==> src/rtl/uart_tx_pkg.sv <==
package uart_tx_pkg;

  localparam int CTRL_W = 8;

  typedef enum logic [1:0] {
    STOP_ONE      = 2'd0,
    STOP_ONE_HALF = 2'd1,
    STOP_TWO      = 2'd2
  } stop_mode_e;

  typedef enum logic [2:0] {
    ST_IDLE   = 3'd0,
    ST_START  = 3'd1,
    ST_DATA   = 3'd2,
    ST_PARITY = 3'd3,
    ST_STOP   = 3'd4
  } tx_state_e;

  typedef struct packed {
    logic [3:0] data_len;
    logic       par_en;
    logic       par_even;
    logic       par_force;
    stop_mode_e stop_mode;
  } frame_cfg_t;

endpackage

==> src/rtl/uart_tx_ctrl_decode.sv <==
module uart_tx_ctrl_decode
  import uart_tx_pkg::*;
#(
  parameter int MIN_LEN = 5
) (
  input  logic [CTRL_W-1:0] ctrl,
  output frame_cfg_t        cfg
);

  logic short_char;

  always_comb begin
    // the length code counts up from the shortest character
    cfg.data_len  = 4'(MIN_LEN) + {2'b00, ctrl[1:0]};
    cfg.par_en    = ctrl[3];
    cfg.par_even  = ctrl[4];
    cfg.par_force = ctrl[5];
    short_char    = (ctrl[1:0] == 2'b00);
    if (!ctrl[2]) begin
      cfg.stop_mode = STOP_ONE;
    end else if (short_char) begin
      cfg.stop_mode = STOP_ONE_HALF;
    end else begin
      cfg.stop_mode = STOP_TWO;
    end
  end

endmodule

==> src/rtl/uart_tx_parity_gen.sv <==
module uart_tx_parity_gen
  import uart_tx_pkg::*;
#(
  parameter int DATA_W = 8
) (
  input  logic [DATA_W-1:0] data,
  input  frame_cfg_t        cfg,
  output logic              par_bit
);

  logic [DATA_W-1:0] masked;
  logic              ones_odd;

  // keep only the bits that go onto the line
  for (genvar gi = 0; gi < DATA_W; gi++) begin : g_mask
    assign masked[gi] = data[gi] & (gi < int'(cfg.data_len));
  end

  assign ones_odd = ^masked;

  always_comb begin
    if (cfg.par_force) begin
      par_bit = ~cfg.par_even;
    end else if (cfg.par_even) begin
      par_bit = ones_odd;
    end else begin
      par_bit = ~ones_odd;
    end
  end

endmodule

==> src/rtl/uart_tx_bit_timer.sv <==
module uart_tx_bit_timer #(
  parameter int TICKS_PER_BIT = 16,
  parameter int LIM_W         = $clog2(2 * TICKS_PER_BIT + 1)
) (
  input  logic             clk,
  input  logic             rst_n,
  input  logic             run,
  input  logic             tick,
  input  logic [LIM_W-1:0] limit,
  output logic             bit_done
);

  logic [LIM_W-1:0] cnt_q;
  logic [LIM_W-1:0] cnt_d;
  logic             at_last;

  assign at_last  = (cnt_q == limit - LIM_W'(1));
  assign bit_done = run & tick & at_last;

  always_comb begin
    cnt_d = cnt_q;
    if (!run) begin
      cnt_d = '0;
    end else if (tick) begin
      cnt_d = at_last ? '0 : cnt_q + LIM_W'(1);
    end
  end

  always_ff @(posedge clk or negedge rst_n) begin
    if (!rst_n) begin
      cnt_q <= '0;
    end else begin
      cnt_q <= cnt_d;
    end
  end


  cnt_in_range_chk: assert property (@(posedge clk) disable iff (!rst_n)
    run |-> (cnt_q < limit));


  no_tick_hold_chk: assert property (@(posedge clk) disable iff (!rst_n)
    (run && !tick) |=> $stable(cnt_q));

endmodule

==> src/rtl/uart_tx_serializer.sv <==
module uart_tx_serializer
  import uart_tx_pkg::*;
#(
  parameter int DATA_W        = 8,
  parameter int TICKS_PER_BIT = 16,
  parameter int LIM_W         = $clog2(2 * TICKS_PER_BIT + 1)
) (
  input  logic              clk,
  input  logic              rst_n,
  input  logic              accept,
  input  logic [DATA_W-1:0] in_data,
  input  frame_cfg_t        in_cfg,
  input  logic              in_par,
  input  logic              bit_done,
  output logic              busy,
  output logic              line,
  output logic [LIM_W-1:0]  bit_limit
);

  localparam int LEFT_W = $clog2(DATA_W + 1);

  tx_state_e         state_q, state_d;
  logic [DATA_W-1:0] shreg_q, shreg_d;
  logic [LEFT_W-1:0] left_q, left_d;
  logic              par_q, par_d;
  logic              line_q, line_d;
  frame_cfg_t        cfg_q, cfg_d;

  always_comb begin
    state_d = state_q;
    shreg_d = shreg_q;
    left_d  = left_q;
    par_d   = par_q;
    line_d  = line_q;
    cfg_d   = cfg_q;
    unique case (state_q)
      ST_IDLE: begin
        line_d = 1'b1;
        if (accept) begin
          state_d = ST_START;
          line_d  = 1'b0;
          shreg_d = in_data;
          cfg_d   = in_cfg;
          par_d   = in_par;
          left_d  = LEFT_W'(in_cfg.data_len);
        end
      end
      ST_START: begin
        if (bit_done) begin
          state_d = ST_DATA;
          line_d  = shreg_q[0];
          shreg_d = shreg_q >> 1;
          left_d  = left_q - LEFT_W'(1);
        end
      end
      ST_DATA: begin
        if (bit_done) begin
          if (left_q != '0) begin
            line_d  = shreg_q[0];
            shreg_d = shreg_q >> 1;
            left_d  = left_q - LEFT_W'(1);
          end else if (cfg_q.par_en) begin
            state_d = ST_PARITY;
            line_d  = par_q;
          end else begin
            state_d = ST_STOP;
            line_d  = 1'b1;
          end
        end
      end
      ST_PARITY: begin
        if (bit_done) begin
          state_d = ST_STOP;
          line_d  = 1'b1;
        end
      end
      ST_STOP: begin
        if (bit_done) begin
          state_d = ST_IDLE;
          line_d  = 1'b1;
        end
      end
      default: begin
        state_d = ST_IDLE;
        line_d  = 1'b1;
      end
    endcase
  end

  always_comb begin
    bit_limit = LIM_W'(TICKS_PER_BIT);
    if (state_q == ST_STOP) begin
      unique case (cfg_q.stop_mode)
        STOP_ONE_HALF: bit_limit = LIM_W'(TICKS_PER_BIT + TICKS_PER_BIT / 2);
        STOP_TWO:      bit_limit = LIM_W'(2 * TICKS_PER_BIT);
        default:       bit_limit = LIM_W'(TICKS_PER_BIT);
      endcase
    end
  end

  always_ff @(posedge clk or negedge rst_n) begin
    if (!rst_n) begin
      state_q <= ST_IDLE;
      shreg_q <= '0;
      left_q  <= '0;
      par_q   <= 1'b0;
      line_q  <= 1'b1;
      cfg_q   <= '0;
    end else begin
      state_q <= state_d;
      shreg_q <= shreg_d;
      left_q  <= left_d;
      par_q   <= par_d;
      line_q  <= line_d;
      cfg_q   <= cfg_d;
    end
  end

  assign busy = (state_q != ST_IDLE);
  assign line = line_q;


  idle_line_high_chk: assert property (@(posedge clk) disable iff (!rst_n)
    (state_q == ST_IDLE) |-> line_q);


  start_low_chk: assert property (@(posedge clk) disable iff (!rst_n)
    accept |=> ((state_q == ST_START) && !line_q));


  parity_only_if_on_chk: assert property (@(posedge clk) disable iff (!rst_n)
    (state_q == ST_PARITY) |-> cfg_q.par_en);


  cfg_hold_chk: assert property (@(posedge clk) disable iff (!rst_n)
    (state_q != ST_IDLE) |=> ((state_q == ST_IDLE) || $stable(cfg_q)));


  stop_line_high_chk: assert property (@(posedge clk) disable iff (!rst_n)
    (state_q == ST_STOP) |-> line_q);

endmodule

==> src/rtl/uart_frame_tx.sv <==
module uart_frame_tx
  import uart_tx_pkg::*;
#(
  parameter int DATA_W        = 8,
  parameter int TICKS_PER_BIT = 16
) (
  input  logic              clk,
  input  logic              rst_n,
  input  logic              tick16,
  input  logic              in_valid,
  output logic              in_ready,
  input  logic [DATA_W-1:0] in_data,
  input  logic [CTRL_W-1:0] line_ctrl,
  input  logic              brk,
  output logic              txd,
  output logic              busy
);

  localparam int LIM_W = $clog2(2 * TICKS_PER_BIT + 1);

  logic             rst_meta_q;
  logic             rst_sync_q;
  logic             accept;
  logic             ser_busy;
  logic             ser_line;
  logic             par_bit;
  logic             bit_done;
  logic [LIM_W-1:0] bit_limit;
  frame_cfg_t       dec_cfg;

  // assertion is immediate, release waits for two clock edges
  always_ff @(posedge clk or negedge rst_n) begin
    if (!rst_n) begin
      rst_meta_q <= 1'b0;
      rst_sync_q <= 1'b0;
    end else begin
      rst_meta_q <= 1'b1;
      rst_sync_q <= rst_meta_q;
    end
  end

  assign in_ready = ~ser_busy;
  assign accept   = in_valid & in_ready;

  uart_tx_ctrl_decode u_decode (
    .ctrl (line_ctrl),
    .cfg  (dec_cfg)
  );

  uart_tx_parity_gen #(.DATA_W(DATA_W)) u_parity (
    .data    (in_data),
    .cfg     (dec_cfg),
    .par_bit (par_bit)
  );

  uart_tx_serializer #(
    .DATA_W        (DATA_W),
    .TICKS_PER_BIT (TICKS_PER_BIT),
    .LIM_W         (LIM_W)
  ) u_ser (
    .clk       (clk),
    .rst_n     (rst_sync_q),
    .accept    (accept),
    .in_data   (in_data),
    .in_cfg    (dec_cfg),
    .in_par    (par_bit),
    .bit_done  (bit_done),
    .busy      (ser_busy),
    .line      (ser_line),
    .bit_limit (bit_limit)
  );

  uart_tx_bit_timer #(
    .TICKS_PER_BIT (TICKS_PER_BIT),
    .LIM_W         (LIM_W)
  ) u_timer (
    .clk      (clk),
    .rst_n    (rst_sync_q),
    .run      (ser_busy),
    .tick     (tick16),
    .limit    (bit_limit),
    .bit_done (bit_done)
  );

  assign busy = ser_busy;
  assign txd  = brk ? 1'b0 : ser_line;


  accept_goes_busy_chk: assert property (@(posedge clk) disable iff (!rst_sync_q)
    (in_valid && in_ready) |=> (busy && !in_ready));


  break_spacing_chk: assert property (@(posedge clk) disable iff (!rst_sync_q)
    brk |-> !txd);


  idle_needs_tick_chk: assert property (@(posedge clk) disable iff (!rst_sync_q)
    (busy && !tick16) |=> busy);

endmodule

==> config.mk <==
export PLATFORM = sky130hd
export DESIGN_NAME = uart_frame_tx
export DESIGN_NICKNAME = d
export VERILOG_FILES = /design/src/rtl/uart_tx_pkg.sv /design/src/rtl/uart_tx_ctrl_decode.sv /design/src/rtl/uart_tx_parity_gen.sv /design/src/rtl/uart_tx_bit_timer.sv /design/src/rtl/uart_tx_serializer.sv /design/src/rtl/uart_frame_tx.sv
export SDC_FILE = /design/constraint.sdc
export NUM_CORES = 1
export LEC_CHECK = 0
export BUFFER_PORTS_ARGS = -buffer_cell sky130_fd_sc_hd__buf_2
export CAP_MARGIN = 25
export CORE_ASPECT_RATIO = 1.25
export CORE_MARGIN = 10
export CORE_UTILIZATION = 40
export DETAILED_ROUTE_END_ITERATION = 10
export PLACE_DENSITY_LB_ADDON = 0.05
export SLEW_MARGIN = 10
export SYNTH_ARGS = -nofsm -noshare
export SYNTH_HDL_FRONTEND = slang
export SYNTH_SLANG_ARGS = --single-unit
export TNS_END_PERCENT = 1
==> constraint.sdc <==
create_clock -name clk -period 1.15 [get_ports clk]
set_input_delay 0.1725 -clock clk [delete_from_list [all_inputs] [get_ports clk]]
set_output_delay 0.1725 -clock clk [all_outputs]
set_load 0.1 [all_outputs]
==> results of run 1 <==
[repair_timing]
item | CTS | global route
hold buffers | 1 | 0
setup endpoints to repair | 29 | 29
cloned | 0 | 0
endpoints found under the hold margin | 2 | 0
buffers inserted | 2 | 1
gates resized for setup | 20 | 9
pin swaps | 15 | 3
[metal layers]
layer	track usage (%)	vias to the layer above	part of all wire (%)
met1	12.7	699	44
met2	20.8	26	51
met5	0	-	0
li1	-	751	-
met4	4.42	0	2.0
met3	2.54	6	3.3
[stage by stage]
step / instances / setup TNS, ns
finish: 300 / -23.17
floorplan: 178 / -27.56
CTS: 299 / -23.56
global placement: 292 / -22.35
detailed placement: 292 / -23.46
global route: 300 / -26.49
[final cells by class]
type | count | area (um2) | share of cell area [%]
multi-input combinational | 135 | 996 | 41.2
sequential | 28 | 702 | 29.0
timing repair buffer | 69 | 544 | 22.5
tap | 56 | 70.1 | 2.90
clock buffer | 3 | 41.3 | 1.71
inverter | 8 | 35.0 | 1.45
clock inverter | 1 | 30.0 | 1.24
[worst paths after layout]
check,startpoint,to
max reg2reg,u_ser.state_q[1],u_ser.left_q[1]
max,u_ser.state_q[1],u_ser.left_q[1]
min in group asynchronous,rst_n,rst_sync_q
max in group asynchronous,rst_sync_q,u_ser.line
min reg2reg,rst_sync_q,u_ser.left_q[2]
min,line_ctrl[3],u_ser.cfg_q[4]
[power by group through the flow]
stage / Sequential [W] / Combinational, W / Clock [W]
final: 0.00162 / 0.00296 / 0.000780
after global routing: 0.00166 / 0.00328 / 0.000848
after CTS: 0.00159 / 0.00289 / 0.000803
after detailed placement: 0.00161 / 0.00267 / 0
after global placement: 0.00159 / 0.00261 / 0
after floorplan: 0.00158 / 0.00168 / 0
[worst max-delay path: cells and delay by family (launching register included)]
family | cells | cell delay (ns)
AND/OR/NAND/NOR | 4 | 0.86
flip-flops | 1 | 0.42
AO/OA/AOI/OAI | 3 | 0.31
adder cells (fa/ha/maj) | 1 | 0.23
XOR/XNOR | 1 | 0.14
buffers and inverters | 1 | 0.14
[placed cells by master (no fill, tap or decap), types with 2 or more instances in the layout]
cell,Yosys,layout
buf_4,0,41
inv_1,7,7
buf_6,1,5
o21ai_2,0,3
mux2i_1,10,10
nand2b_1,3,2
nor3b_1,3,3
xnor2_1,8,7
a211oi_2,2,2
buf_2,5,18
ha_1,6,5
clkbuf_8,0,3
o21ai_1,4,6
dfrtp_1,27,27
nand2_1,25,23
o21ai_0,15,10
a211o_1,3,3
nand3_1,5,4
a21oi_1,7,7
buf_12,0,4
nor3_1,8,7
xor2_1,3,3
and2_1,2,2
nor2_1,9,9
nand2_2,0,2
[cell families (layout without fill, tap and decap cells)]
logic type	count (synthesis)	in the layout	synth area share (%)
fa+ha+maj	6	6	4.52
flops	28	28	42.2
simple gates	67	67	20.9
buf+inv	15	81	4.22
mux	12	12	7.38
compound gates	38	38	14.8
other cells	1	1	0.226
xor+xnor	11	11	5.80
[registers in the layout (all words and copies together) (netlist names)]
| register | flops |
|---|---|
| u_ser.cfg_q | 3 |
| rst_meta_q | 1 |
| u_ser.shreg_q | 8 |
| u_ser.state_q | 3 |
| u_ser.par_q | 1 |
| u_timer.cnt_q | 6 |
| u_ser.left_q | 4 |
| u_ser.line | 1 |
| rst_sync_q | 1 |
[synthesized netlist by cell type (2+ instances only)]
cell type,n
a211o_1,3
a211oi_2,2
a21oi_1,7
and2_1,2
buf_2,5
dfrtp_1,27
ha_1,6
inv_1,7
mux2i_1,10
nand2_1,25
nand2b_1,3
nand3_1,5
nor2_1,9
nor2b_1,2
nor3_1,8
nor3b_1,3
o21ai_0,15
o21ai_1,4
xnor2_1,8
xor2_1,3
==> flow_metrics.tcl, run 1 <==
set metrics [dict create \
    status "complete, but fails checks" \
    violations "negative setup slack" \
    leakage_nw 1.16 \
    worstSetupPathType "flop to flop" \
    synth_nets 205 \
    grt_max_degree 27 \
    clkLatencyLatePin_ns 0.28 \
    period_minus_slack_ns 2.22 \
    yosys_warnings 0 \
    irDropWorstVdd_mv 0.919 \
    vias_per_cell 4.94 \
    drive_above_1_share_pct 39.3 \
    track_usage_pct 11.5 \
    min_path_type "input pin to flop" \
    ys_top_cells_by_area "dfrtp_1, mux2i_1, nand2_1" \
    root_buffer "clkbuf_8" \
    yosys.area.top_type_share_pct 40.7 \
    area_growth_pct 45.6 \
    min_path_cells 2 \
    p_total_w 0.00535 \
    antenna_found_initial 0 \
    grt_overflow_total 0 \
    port_buffers 21 \
    clkTransAtPathRegs_ns 0.10 \
    maxSlewViolCount 0 \
    num_antenna_cells 0 \
    startpoint_type "flop" \
    place_ws_ns -1.15 \
    grt_first_pass_wirelength_um 6800 \
    coreArea_um2 4070 \
    p_sw_share_pct 38.0 \
    crit_chain "nor2_4 > and4b_1 > ha_4 > xnor2_4 > a41oi_2 > nand2b_4 > or2_4 > buf_6 > a211oi_2 > a21oi_1" \
    num_rows 26 \
    drc 0 \
    synth_flop_cell "dfrtp_1" \
    routedWlPerCell_um 12.9 \
    postRouteAntennaNets 0 \
    post-route-period-util_pct 193 \
    pwr-share-seq_pct 30.2 \
    final_area_um2 2420 \
    yosys.area.top_type "dfrtp_1" \
    comb_power_share_pct 55.2 \
    h-tree-depth 1 \
    async_flop_share_pct 100 \
    crit_path_top_delay_cell "dfrtp_1" \
    ff2ff_path_depth 10 \
    first_pass_iters 4 \
    nFillCells 358 \
    slowest_delay_ns 0.42 \
    chipWidth_um 77.6 \
    hpwl_um 3090 \
    die_h_um 92.1 \
    placed_area_um2 2190 \
    powerDensity_nw_per_um2 2210 \
    r2r_slack_ns -1.07 \
    clock_sinks 28 \
    final_net_count 272 \
    cp_max_fo 8 \
    synthesis.area_um2 1660 \
    cts_tree "yes" \
    synthDistinctLibCells 44 \
    finClkSkew_ns 0.00802 \
    dieArea_um2 7150 \
    postLayoutCoreUtil_pct 59.5 \
    cp_data_arrival_time_ns 2.39 \
    wl_um 3880 \
    synth_edf_count 0 \
    initial_core_util_pct 40.9 \
    clockPowerShare_pct 14.6 \
    gp_congestion 0.778 \
    power.internal_w 0.00332 \
    avgSynthCellArea_um2 9.33 \
    finalHoldViolCount 0 \
    holdWs_ns 0.119 \
    io_pins 24 \
    p_sw_w 0.00204 \
    rsz0062_at_grt "yes" \
    grt_pass1_vias 1509 \
    synth-seq-cells 28 \
    endpoint_kind "flop" \
    netlist_instances 178 \
    fmax_ghz 0.450 \
    num_vias 1482 \
    max_cap_viol_count 0 \
    clk_path_buf_depth 2 \
    yosysSeqAreaShare_pct 42.2 \
    setup_slack_ns -1.07 \
    setup_viol 29 \
    crit_required_ns 1.32 \
    drtIter0Drc 71 \
    cts_buffers 3 \
]
Power figures use the tool's default switching activity.
==> run 2: changes to the inputs <==
--- a/config.mk
+++ b/config.mk
@@ -11,7 +11,7 @@
 export CORE_MARGIN = 10
 export CORE_UTILIZATION = 40
 export DETAILED_ROUTE_END_ITERATION = 10
-export PLACE_DENSITY_LB_ADDON = 0.05
+export PLACE_DENSITY = 0.61
 export SLEW_MARGIN = 10
 export SYNTH_ARGS = -nofsm -noshare
 export SYNTH_HDL_FRONTEND = slang
==> run 2 against run 1 <==
Worst hold slack about the same. Critical path type unchanged. Cell count shrank 0.67%. Setup slack lost 0.042 ns. Global-route usage decreased by 0.82 points. The run still ends with negative setup slack left. Final area fell by 2.1%. Utilization is 1.3 points lower. Sequential share of layout area grew 0.63 points.
==> flow_metrics.tcl, run 2 (synthesis gave the netlist of run 1 again) <==
set metrics [dict create \
    status "complete, but fails checks" \
    violations "negative setup slack" \
    layout_commonest_cell "buf_4" \
    finClkSkew_ns 0.00277 \
    worstSetupPathType "flop to flop" \
    top_regs "u_ser.shreg_q x8, u_timer.cnt_q x6, u_ser.left_q x4" \
    io_pins 24 \
    cts_tree "yes" \
    area_growth_pct 42.5 \
    drc 0 \
    clock_sinks 28 \
    cts_buffers 3 \
    maxSlewViolCount 0 \
    drive_above_1_share_pct 38.8 \
    min_path_type "input pin to flop" \
    clkTransAtPathRegs_ns 0.11 \
    hpwl_um 2970 \
    antenna_found_initial 0 \
    tns_ns -23.72 \
    layout_common_cells "buf_4, dfrtp_1, nand2_1" \
    clkLatencyLatePin_ns 0.28 \
    gp_congestion 0.818 \
    root_buffer "clkbuf_8" \
    grt_overflow_total 0 \
    largest_register "u_ser.shreg_q" \
    die_h_um 92.1 \
    slowest_delay_ns 0.45 \
    irDropWorstVdd_mv 1.02 \
    num_antenna_cells 0 \
    routedWlPerCell_um 13.2 \
    cp_max_fo 6 \
    nFillCells 362 \
    crit_required_ns 1.37 \
    crit_chain "nor2_4 > and4b_1 > ha_4 > xnor2_2 > nand3_1 > or3_4 > nand3_2 > mux2_4" \
    grt_pass1_vias 1497 \
    drtIter0Drc 67 \
    grt_first_pass_wirelength_um 6560 \
    setup_viol 29 \
    startpoint_type "flop" \
    area.sequential_um2 702 \
    setup_slack_ns -1.11 \
    crit_path_top_delay_cell "or3_4" \
    rsz0062_at_grt "yes" \
    chipWidth_um 77.6 \
    final_net_count 270 \
    num_vias 1469 \
    crit_family "simple AND/OR/NAND/NOR gates" \
    num_rows 26 \
    first_pass_iters 4 \
    coreArea_um2 4070 \
    vias_per_cell 4.93 \
    wl_um 3930 \
    track_usage_pct 10.7 \
    postLayoutCoreUtil_pct 58.2 \
    initial_core_util_pct 40.9 \
    powerDensity_nw_per_um2 2240 \
    clk_path_buf_depth 2 \
    h-tree-depth 1 \
    endpoint_kind "flop" \
    worst-path-buf-inv 0 \
    port_buffers 21 \
    place_ws_ns -1.20 \
    period_minus_slack_ns 2.26 \
    dieArea_um2 7150 \
    finalHoldViolCount 0 \
    p_total_w 0.00530 \
    leakage_nw 1.12 \
    grt_max_degree 27 \
    multi_input_area_um2 980 \
    max_cap_viol_count 0 \
    fmax_ghz 0.442 \
    cp_data_arrival_time_ns 2.48 \
    largest_reg_flops 8 \
    postRouteAntennaNets 0 \
    post-route-period-util_pct 197 \
]
-- run 2: changes by cell type in the layout (fill, tap and decap cells not counted), sizes merged --
cell,previous run,this run
buf,68,65
or2,2,3
-- run 2: what timing repair did --
item / CTS / global route
pin swaps: 4 / 11
buffers inserted: 0 / 1
cloned: 0 / 1
setup endpoints to repair: 29 / 29
hold endpoints to repair: 2 / 0
hold buffers: 1 / 0
gates resized for setup: 12 / 15
-- run 2: area by class of cell --
class | instances | share of cell area, %
clock buffers | 3 | 1.74
well taps | 56 | 2.96
flip-flops and latches | 28 | 29.7
inverters | 8 | 1.48
clock inverters | 1 | 1.27
repair buffers | 66 | 21.5
multi-input cells | 136 | 41.4
-- run 2: worst paths after layout --
check | start | slack, ns | cells after the start | to
worst max-delay path | u_ser.state_q[0] | -1.11 | 8 | u_ser.line
worst min-delay path | line_ctrl[3] | 0.12 | 2 | u_ser.cfg_q[4]
worst max register to register | u_ser.state_q[0] | -1.11 | 8 | u_ser.line
worst min register to register | rst_sync_q | 0.25 | 1 | u_timer.cnt_q[2]
max in group asynchronous | rst_sync_q | 0.60 | 1 | u_ser.line
min in group asynchronous | rst_n | 0.19 | 2 | rst_meta_q
-- run 2: metal layers --
| metal | share of wire (%) | track usage (%) |
|---|---|---|
| met5 | 0 | 0 |
| met4 | 1.2 | 3.05 |
| met3 | 2.7 | 2.05 |
| met2 | 51 | 19.0 |
| met1 | 45 | 12.7 |
-- run 2: report_power, final --
group / total, W / internal [W] / switching (W)
Combinational: 0.00291 / 0.00142 / 0.00149
Clock: 0.000805 / 0.000467 / 0.000338
Sequential: 0.00159 / 0.00135 / 0.000233
-- run 2: through the flow --
stage | std cells | hold WS (ns) | instance area, um2
CTS | 296 | 0.123 | 2300
finish | 298 | 0.119 | 2370
global placement | 291 | -0.0434 | 2180
detailed placement | 291 | -0.0412 | 2180
global route | 298 | 0.137 | 2370
floorplan | 178 | -0.123 | 1700
